File: src/rtl/dmaq_pkg.sv
package dmaq_pkg;
  parameter int REG_W  = 32;
  parameter int HALF_W = REG_W / 2;
  parameter int EA_W   = 2 * REG_W;
  parameter int RA_W   = 3;

  parameter logic [HALF_W-1:0] OP_PUT = 16'h0020;
  parameter logic [HALF_W-1:0] OP_GET = 16'h0040;
  parameter logic [REG_W-1:0]  QUERY_TAG = 32'd2;

  typedef enum logic [REG_W-1:0] {
    RES_OK   = 32'd0,
    RES_SEQ  = 32'd1,
    RES_FULL = 32'd2
  } dmaq_res_e;

  typedef enum logic [RA_W-1:0] {
    RA_LSADDR = 3'd0,
    RA_EAHI   = 3'd1,
    RA_EALO   = 3'd2,
    RA_SZTAG  = 3'd3,
    RA_CMD    = 3'd4,
    RA_QSTAT  = 3'd5,
    RA_QSEL   = 3'd6,
    RA_QMASK  = 3'd7
  } dmaq_ra_e;

  typedef struct packed {
    logic [HALF_W-1:0] op;
    logic [HALF_W-1:0] tag;
    logic [REG_W-1:0]  lsa;
    logic [EA_W-1:0]   ea;
    logic [HALF_W-1:0] size;
  } dmaq_entry_t;
endpackage

File: src/rtl/dmaq_regs.sv
module dmaq_regs
  import dmaq_pkg::*;
(
  input  logic             clk,
  input  logic             rst_n,
  input  logic             wr,
  input  logic [RA_W-1:0]  waddr,
  input  logic [REG_W-1:0] wdata,
  input  logic [RA_W-1:0]  raddr,
  output logic [REG_W-1:0] rdata,
  input  logic             res_vld,
  input  logic [REG_W-1:0] res_code,
  output logic [REG_W-1:0] lsa_q,
  output logic [REG_W-1:0] eahi_q,
  output logic [REG_W-1:0] ealo_q,
  output logic [REG_W-1:0] sztag_q,
  output logic [REG_W-1:0] cmd_q
);
  logic [REG_W-1:0] lsa_d, eahi_d, ealo_d, sztag_d, cmd_d;
  logic [REG_W-1:0] qstat_q, qstat_d, qsel_q, qsel_d, qmask_q, qmask_d;

  always_comb begin
    lsa_d   = lsa_q;
    eahi_d  = eahi_q;
    ealo_d  = ealo_q;
    sztag_d = sztag_q;
    cmd_d   = cmd_q;
    qstat_d = qstat_q;
    qsel_d  = qsel_q;
    qmask_d = qmask_q;
    if (qsel_q == QUERY_TAG) begin
      qsel_d  = '0;
      qstat_d = qmask_q;
    end
    if (wr) begin
      case (waddr)
        RA_LSADDR: lsa_d   = wdata;
        RA_EAHI:   eahi_d  = wdata;
        RA_EALO:   ealo_d  = wdata;
        RA_SZTAG:  sztag_d = wdata;
        RA_CMD:    cmd_d   = res_vld ? res_code : wdata;
        RA_QSTAT:  qstat_d = wdata;
        RA_QSEL:   qsel_d  = wdata;
        default:   qmask_d = wdata;
      endcase
    end
  end

  always_ff @(posedge clk or negedge rst_n) begin
    if (!rst_n) begin
      lsa_q   <= '0;
      eahi_q  <= '0;
      ealo_q  <= '0;
      sztag_q <= '0;
      cmd_q   <= '0;
      qstat_q <= '0;
      qsel_q  <= '0;
      qmask_q <= '0;
    end else begin
      lsa_q   <= lsa_d;
      eahi_q  <= eahi_d;
      ealo_q  <= ealo_d;
      sztag_q <= sztag_d;
      cmd_q   <= cmd_d;
      qstat_q <= qstat_d;
      qsel_q  <= qsel_d;
      qmask_q <= qmask_d;
    end
  end

  always_comb begin
    case (raddr)
      RA_LSADDR: rdata = lsa_q;
      RA_EAHI:   rdata = eahi_q;
      RA_EALO:   rdata = ealo_q;
      RA_SZTAG:  rdata = sztag_q;
      RA_CMD:    rdata = cmd_q;
      RA_QSTAT:  rdata = qstat_q;
      RA_QSEL:   rdata = qsel_q;
      default:   rdata = qmask_q;
    endcase
  end

  // a select value of 2 is consumed on the next clock
  p_query_clear_r9: assert property (@(posedge clk) disable iff (!rst_n)
    (qsel_q == QUERY_TAG && !(wr && waddr == RA_QSEL)) |=> qsel_q == '0);

  // the mask lands in the status register
  p_query_copy_r9: assert property (@(posedge clk) disable iff (!rst_n)
    (qsel_q == QUERY_TAG && !(wr && waddr == RA_QSTAT)) |=> qstat_q == $past(qmask_q));
endmodule

File: src/rtl/dmaq_cmd_ctl.sv
module dmaq_cmd_ctl
  import dmaq_pkg::*;
(
  input  logic             clk,
  input  logic             rst_n,
  input  logic             cmd_wr,
  input  logic [REG_W-1:0] cmd_word,
  input  logic             ls_ok,
  input  logic             ea_ok,
  input  logic             full,
  input  logic             pop,
  input  logic [REG_W-1:0] lsa_q,
  input  logic [REG_W-1:0] eahi_q,
  input  logic [REG_W-1:0] ealo_q,
  input  logic [REG_W-1:0] sztag_q,
  output logic             push,
  output logic             res_vld,
  output logic [REG_W-1:0] res_code,
  output dmaq_entry_t      entry,
  output logic             cmd_err
);
  logic [HALF_W-1:0] op;
  logic              known, active, err_d;

  always_comb begin
    op       = cmd_word[HALF_W-1:0];
    known    = (op == OP_PUT) || (op == OP_GET);
    active   = cmd_wr && (cmd_word != '0);
    res_vld  = active && known;
    push     = 1'b0;
    res_code = RES_OK;
    if (!(ls_ok && ea_ok)) begin
      res_code = RES_SEQ;
    end else if (full && !pop) begin
      res_code = RES_FULL;
    end else begin
      push = res_vld;
    end
    err_d = active && !known;
  end

  always_comb begin
    entry.op   = op;
    entry.tag  = sztag_q[HALF_W-1:0];
    entry.size = sztag_q[REG_W-1:HALF_W];
    entry.lsa  = lsa_q;
    entry.ea   = {eahi_q, ealo_q};
  end

  always_ff @(posedge clk or negedge rst_n) begin
    if (!rst_n) cmd_err <= 1'b0;
    else        cmd_err <= err_d;
  end
endmodule

File: src/rtl/dmaq_fifo.sv
module dmaq_fifo
  import dmaq_pkg::*;
#(
  parameter int DEPTH = 8
) (
  input  logic        clk,
  input  logic        rst_n,
  input  logic        push,
  input  dmaq_entry_t push_data,
  input  logic        ready,
  output logic        valid,
  output logic        full,
  output logic        pop,
  output dmaq_entry_t head
);
  localparam int PTR_W = (DEPTH > 1) ? $clog2(DEPTH) : 1;
  localparam int CNT_W = $clog2(DEPTH + 1);
  localparam logic [PTR_W-1:0] LAST = PTR_W'(DEPTH - 1);

  dmaq_entry_t      mem_q [DEPTH];
  logic [PTR_W-1:0] wptr_q, wptr_d, rptr_q, rptr_d;
  logic [CNT_W-1:0] cnt_q, cnt_d;

  always_comb begin
    valid = (cnt_q != '0);
    full  = (cnt_q == CNT_W'(DEPTH));
    pop   = valid && ready;
    head  = mem_q[rptr_q];
    wptr_d = wptr_q;
    rptr_d = rptr_q;
    cnt_d  = cnt_q;
    if (push) wptr_d = (wptr_q == LAST) ? '0 : wptr_q + 1'b1;
    if (pop)  rptr_d = (rptr_q == LAST) ? '0 : rptr_q + 1'b1;
    if (push && !pop)      cnt_d = cnt_q + 1'b1;
    else if (pop && !push) cnt_d = cnt_q - 1'b1;
  end

  always_ff @(posedge clk or negedge rst_n) begin
    if (!rst_n) begin
      wptr_q <= '0;
      rptr_q <= '0;
      cnt_q  <= '0;
    end else begin
      wptr_q <= wptr_d;
      rptr_q <= rptr_d;
      cnt_q  <= cnt_d;
    end
  end

  always_ff @(posedge clk) begin
    if (push) mem_q[wptr_q] <= push_data;
  end

  // occupancy never exceeds the depth
  p_no_overflow_r4: assert property (@(posedge clk) disable iff (!rst_n)
    cnt_q <= CNT_W'(DEPTH));

  // a store into a full queue needs a pop
  p_full_push_r4: assert property (@(posedge clk) disable iff (!rst_n)
    (push && full) |-> pop);

  // a pop together with a store keeps the queue full
  p_stay_full_r5: assert property (@(posedge clk) disable iff (!rst_n)
    (push && pop && full) |=> full);

  // the head holds while stalled
  p_head_hold_r7: assert property (@(posedge clk) disable iff (!rst_n)
    (valid && !ready) |=> (valid && $stable(head)));
endmodule

File: src/rtl/dma_cmd_enqueue.sv
module dma_cmd_enqueue
  import dmaq_pkg::*;
#(
  parameter int DEPTH = 8
) (
  input  logic              clk,
  input  logic              rst_n,
  input  logic              reg_wr,
  input  logic [RA_W-1:0]   reg_waddr,
  input  logic [REG_W-1:0]  reg_wdata,
  input  logic [RA_W-1:0]   reg_raddr,
  output logic [REG_W-1:0]  reg_rdata,
  input  logic              ls_ok,
  input  logic              ea_ok,
  output logic              cmd_err,
  output logic              xfer_valid,
  input  logic              xfer_ready,
  output logic [HALF_W-1:0] xfer_op,
  output logic [HALF_W-1:0] xfer_tag,
  output logic [REG_W-1:0]  xfer_lsa,
  output logic [EA_W-1:0]   xfer_ea,
  output logic [HALF_W-1:0] xfer_size
);
  logic             cmd_wr, push, res_vld, full, pop;
  logic [REG_W-1:0] res_code, lsa_q, eahi_q, ealo_q, sztag_q, cmd_q;
  dmaq_entry_t      entry, head;

  assign cmd_wr = reg_wr && (reg_waddr == RA_CMD);

  dmaq_regs u_regs (
    .clk(clk), .rst_n(rst_n), .wr(reg_wr), .waddr(reg_waddr), .wdata(reg_wdata),
    .raddr(reg_raddr), .rdata(reg_rdata), .res_vld(res_vld), .res_code(res_code),
    .lsa_q(lsa_q), .eahi_q(eahi_q), .ealo_q(ealo_q), .sztag_q(sztag_q), .cmd_q(cmd_q)
  );

  dmaq_cmd_ctl u_ctl (
    .clk(clk), .rst_n(rst_n), .cmd_wr(cmd_wr), .cmd_word(reg_wdata),
    .ls_ok(ls_ok), .ea_ok(ea_ok), .full(full), .pop(pop),
    .lsa_q(lsa_q), .eahi_q(eahi_q), .ealo_q(ealo_q), .sztag_q(sztag_q),
    .push(push), .res_vld(res_vld), .res_code(res_code), .entry(entry), .cmd_err(cmd_err)
  );

  dmaq_fifo #(.DEPTH(DEPTH)) u_fifo (
    .clk(clk), .rst_n(rst_n), .push(push), .push_data(entry), .ready(xfer_ready),
    .valid(xfer_valid), .full(full), .pop(pop), .head(head)
  );

  assign xfer_op   = head.op;
  assign xfer_tag  = head.tag;
  assign xfer_lsa  = head.lsa;
  assign xfer_ea   = head.ea;
  assign xfer_size = head.size;

  // an error pulse leaves an unrecognised opcode in the command register
  p_err_opcode_r1: assert property (@(posedge clk) disable iff (!rst_n)
    cmd_err |-> (cmd_q[HALF_W-1:0] != OP_PUT && cmd_q[HALF_W-1:0] != OP_GET && cmd_q != '0));

  // an invalid range reports the sequence code
  p_seq_code_r3: assert property (@(posedge clk) disable iff (!rst_n)
    (cmd_wr && (reg_wdata[HALF_W-1:0] == OP_PUT || reg_wdata[HALF_W-1:0] == OP_GET)
     && !(ls_ok && ea_ok)) |=> (cmd_q == REG_W'(1) && !cmd_err));

  // a full queue with no pop reports the full code
  p_full_code_r4: assert property (@(posedge clk) disable iff (!rst_n)
    (cmd_wr && (reg_wdata[HALF_W-1:0] == OP_PUT || reg_wdata[HALF_W-1:0] == OP_GET)
     && ls_ok && ea_ok && full && !xfer_ready) |=> cmd_q == REG_W'(2));
endmodule

File: config.mk
export PLATFORM = sky130hd
export DESIGN_NAME = dma_cmd_enqueue
export DESIGN_NICKNAME = d
export VERILOG_FILES = /design/src/rtl/dmaq_pkg.sv /design/src/rtl/dmaq_regs.sv /design/src/rtl/dmaq_cmd_ctl.sv /design/src/rtl/dmaq_fifo.sv /design/src/rtl/dma_cmd_enqueue.sv
export SDC_FILE = /design/constraint.sdc
export NUM_CORES = 2
export LEC_CHECK = 0
export BUFFER_PORTS_ARGS = -buffer_cell sky130_fd_sc_hd__buf_4
export CAP_MARGIN = 20
export CELL_PAD_IN_SITES_DETAIL_PLACEMENT = 1
export CELL_PAD_IN_SITES_GLOBAL_PLACEMENT = 2
export CORE_ASPECT_RATIO = 0.75
export CORE_MARGIN = 10
export CORE_UTILIZATION = 52
export DETAILED_ROUTE_END_ITERATION = 12
export PLACE_DENSITY = 0.82
export SYNTH_ARGS = -nofsm -noshare
export SYNTH_HDL_FRONTEND = slang
export SYNTH_SLANG_ARGS = --single-unit
File: constraint.sdc
create_clock -name clk -period 35.4 [get_ports clk]
set_input_delay 1.77 -clock clk [delete_from_list [all_inputs] [get_ports clk]]
set_output_delay 1.77 -clock clk [all_outputs]
set_load 0.02 [all_outputs]
==> impl_metrics.csv <==
group,metric,value,unit
status,status,"finished, final reports clean",
floorplan,core,107000,um2
layout,fin_util,59.6,%
synth,synthXorXnorAreaFrac,0.0626,%
sta,hold_viol_final,0,
clock_network,cts_setup_buffers,0,
route,wirelength,150000,um
synth,syn_area,56000,um2
worst_setup_path,critical-path-slowest-cell,"dfrtp_4",
worst_setup_path,crit_type,"flop to primary output",
synth,syn-num-nets,2759,
global_routing,grt_pass1_wl,220000,um
synth,synth_compound_area_share,1.41,%
sta,period_needed,7.75,ns
layout,largest_register,"u_fifo.mem_q",
synth,synth_top_area_share,61.8,%
power,leakage,21.6,nW
route,first_pass_iters,5,
worst_setup_path,cp-end-kind,"primary output",
global_routing,grt.total_usage,24.9,%
clock_network,cts_buffer_depth,3,
synth,synth_cells,2707,
layout,drive_above_1_share,39.4,%
clock_network,clock_sinks,1419,
route,drt_drc_violations_left,0,
sta,worstMarginPinSlew,1.20,ns
placed_design,place_area,59200,um2
clock_network,clk_pin_slew,0.06,ns
global_routing,antenna_found_initial,5,
power,power,4.91,mW
worst_setup_path,crit_path_cell_trace,"buf_4 > buf_4 > buf_4 > buf_16 > buf_4 > mux4_2 > mux2_2 > buf_4",
sta,whs,0.487,ns
synth,synth_top_family_by_area,"multiplexers",
synth,synth_warnings,0,
floorplan,io_pins,222,
layout,layout.nets,2991,
sta,finClkSkew,0.0221,ns
worst_setup_path,crit_cells,8,
power,peakVddDrop,0.0000449,V
clock_network,cts_tree,"yes",
worst_setup_path,crit_top_cell,"buf_4",
floorplan,dieArea,121000,um2
clock_network,cts_root_buffer,"clkbuf_16",
worst_setup_path,cp_num_buf_inv,6,
worst_setup_path,critPathLaunchType,"flop",
worst_setup_path,critical_path.reg2reg.startpoint,"u_fifo.cnt_q[0]",
clock_network,hold_buffers,0,
clock_network,cts-resized-gates,0,
synth,ys_top_cells_by_area,"edfxtp_1, mux4_2, dfrtp_1",
sta,post-route-period-util,21.9,%
hold_path,hp-start,"u_regs.cmd_q[12]",
worst_setup_path,crit_path_start,"u_fifo.rptr_q[0]",
worst_setup_path,crit_arrival,5.98,ns
placed_design,gp_congestion,0.800,
layout,fin_area,63800,um2
global_routing,grt_overflow,0,
power,power_density,76.9,nW/um2
sta,slew_viol_final,0,
global_routing,grt_max_degree,79,
layout,fin_cells,4488,
sta,tns,0,ns
placed_design,dp_hpwl,90500,um
sta,setup_slack,27.65,ns
worst_setup_path,cpPeakStageDelay,0.92,ns
layout,syn2layout_area_growth,14.0,%
synth,synth-simple-area-share,2.35,%
worst_setup_path,cp_max_fo,47,
synth,synth_seq_cells,1419,
clock_network,clock_latency,0.77,ns
placed_design,io_buffers,221,
clock_network,cts_buffers,139,
worst_setup_path,critPathTopFamily,"buffers and inverters",
floorplan,fp-row-count,104,
placed_design,dp_slack,27.88,ns
worst_setup_path,required,33.63,ns
placed_design,dp.cells,4227,
synth,synthAdderAreaFrac,0.192,%
floorplan,die_w,399,um
route,via_count,28800,
sta,slew_headroom,20.3,%
route,drt-initial-drc-count,2877,
job,maxCapViolations,0,
floorplan,die_h,304,um
floorplan,initial_core_util,52.3,%
synth,synth_mux_area_share,20.8,%
synth,yosysTopAreaCell,"edfxtp_1",
route,postRouteAntennaNets,0,
sta,setup_viol,0,
synth,yosysUniqueCellTypes,54,
route,viasPerCell,6.41,
synth,syn_area_per_cell,20.7,um2
worst_setup_path,r2r_cells,5,
synth,yosysSeqAreaShare,73.7,%
global_routing,grt_pass1_vias,30600,
layout,largest_register_ff_count,1152,
route,routedWlPerCell,33.4,um
sta,rsz0062_at_grt,"no",
clock_network,h-tree-depth,4,
sta,max_freq,129,MHz
hold_path,hp-class,"flop to flop",
hold_path,hold_depth,2,
==> cells in the mapped netlist (all sizes together) <==
cell / n
o221ai: 4
mux4: 331
o21a: 2
o311a: 2
and4bb: 1
or2: 1
and2: 2
or4: 3
nand4: 36
mux2: 369
nor4: 16
dfrtp: 267
ha: 7
nor3: 10
nand3: 32
inv: 8
nor3b: 1
nand4bb: 1
o22ai: 7
buf: 70
a22o: 3
nor4b: 4
mux2i: 5
o21ai: 6
nand2: 112
a21oi: 32
a221o: 1
o41ai: 1
a221oi: 6
a22oi: 6
a21o: 2
a211oi: 6
clkbuf: 120
edfxtp: 1152
and4: 2
o22a: 2
nor4bb: 1
xnor2: 4
o211ai: 35
nand2b: 4
nor2b: 6
fa: 1
nor2: 23
nand4b: 3
==> path summary, 6_finish.rpt <==
kind / end / slack (ns)
max reg2reg: u_fifo.mem_q[7][96] / 31.18
max: xfer_lsa[25] / 27.65
min in group asynchronous: u_regs.sztag_q[23] / 1.00
min: u_regs.cmd_q[12] / 0.49
min reg2reg: u_regs.cmd_q[12] / 0.49
max in group asynchronous: u_regs.eahi_q[31] / 31.67
==> layout by cell type, fill, tap and decap left out, types with 34 or more instances in the layout <==
cell type / instances
dfrtp_1: 264
clkbuf_16: 149
clkbuf_1: 34
buf_4: 278
o211ai_1: 35
nand4_1: 35
mux4_2: 331
nand2_1: 112
edfxtp_1: 1152
mux2_2: 368
==> layer usage <==
metal	vias up	wire length, um	track usage, %
met2	1233	71400	38.1
met3	231	11600	5.51
met1	15800	63000	35.6
met5	-	12	0
met4	2	4020	7.99
li1	11500	-	-
==> power breakdown <==
group	internal, mW	leakage (nW)	total [mW]	switching (mW)
Sequential	1.94	13.6	2.14	0.201
Combinational	0.653	5.78	1.30	0.644
Clock	0.854	2.23	1.47	0.620
==> cell type report <==
cell class / instances / area, um2
Clock inverter: 65 / 596
Clock buffer: 189 / 3940
Inverter: 8 / 30.0
Tap cell: 1431 / 1790
Timing Repair Buffer: 281 / 2160
Multi-Input combinational cell: 1090 / 14000
Fill cell: 8921 / 43300
Antenna cell: 5 / 12.5
Sequential cell: 1419 / 41300
==> tightest hold or removal path, delay by kind of cell, from the launching register on <==
| kind | cells | cell delay (ns) |
|---|---|---|
| DFF | 1 | 0.34 |
| and+or+nand+nor | 2 | 0.11 |
==> kinds of logic after synthesis <==
family / count (synthesis)
buffers and inverters: 198
flip-flops: 1419
AND/OR/NAND/NOR: 258
multiplexers: 705
adder cells (fa/ha/maj): 8
XOR/XNOR: 4
AO/OA/AOI/OAI: 115
Note: power is estimated with default switching activity, not from simulation.
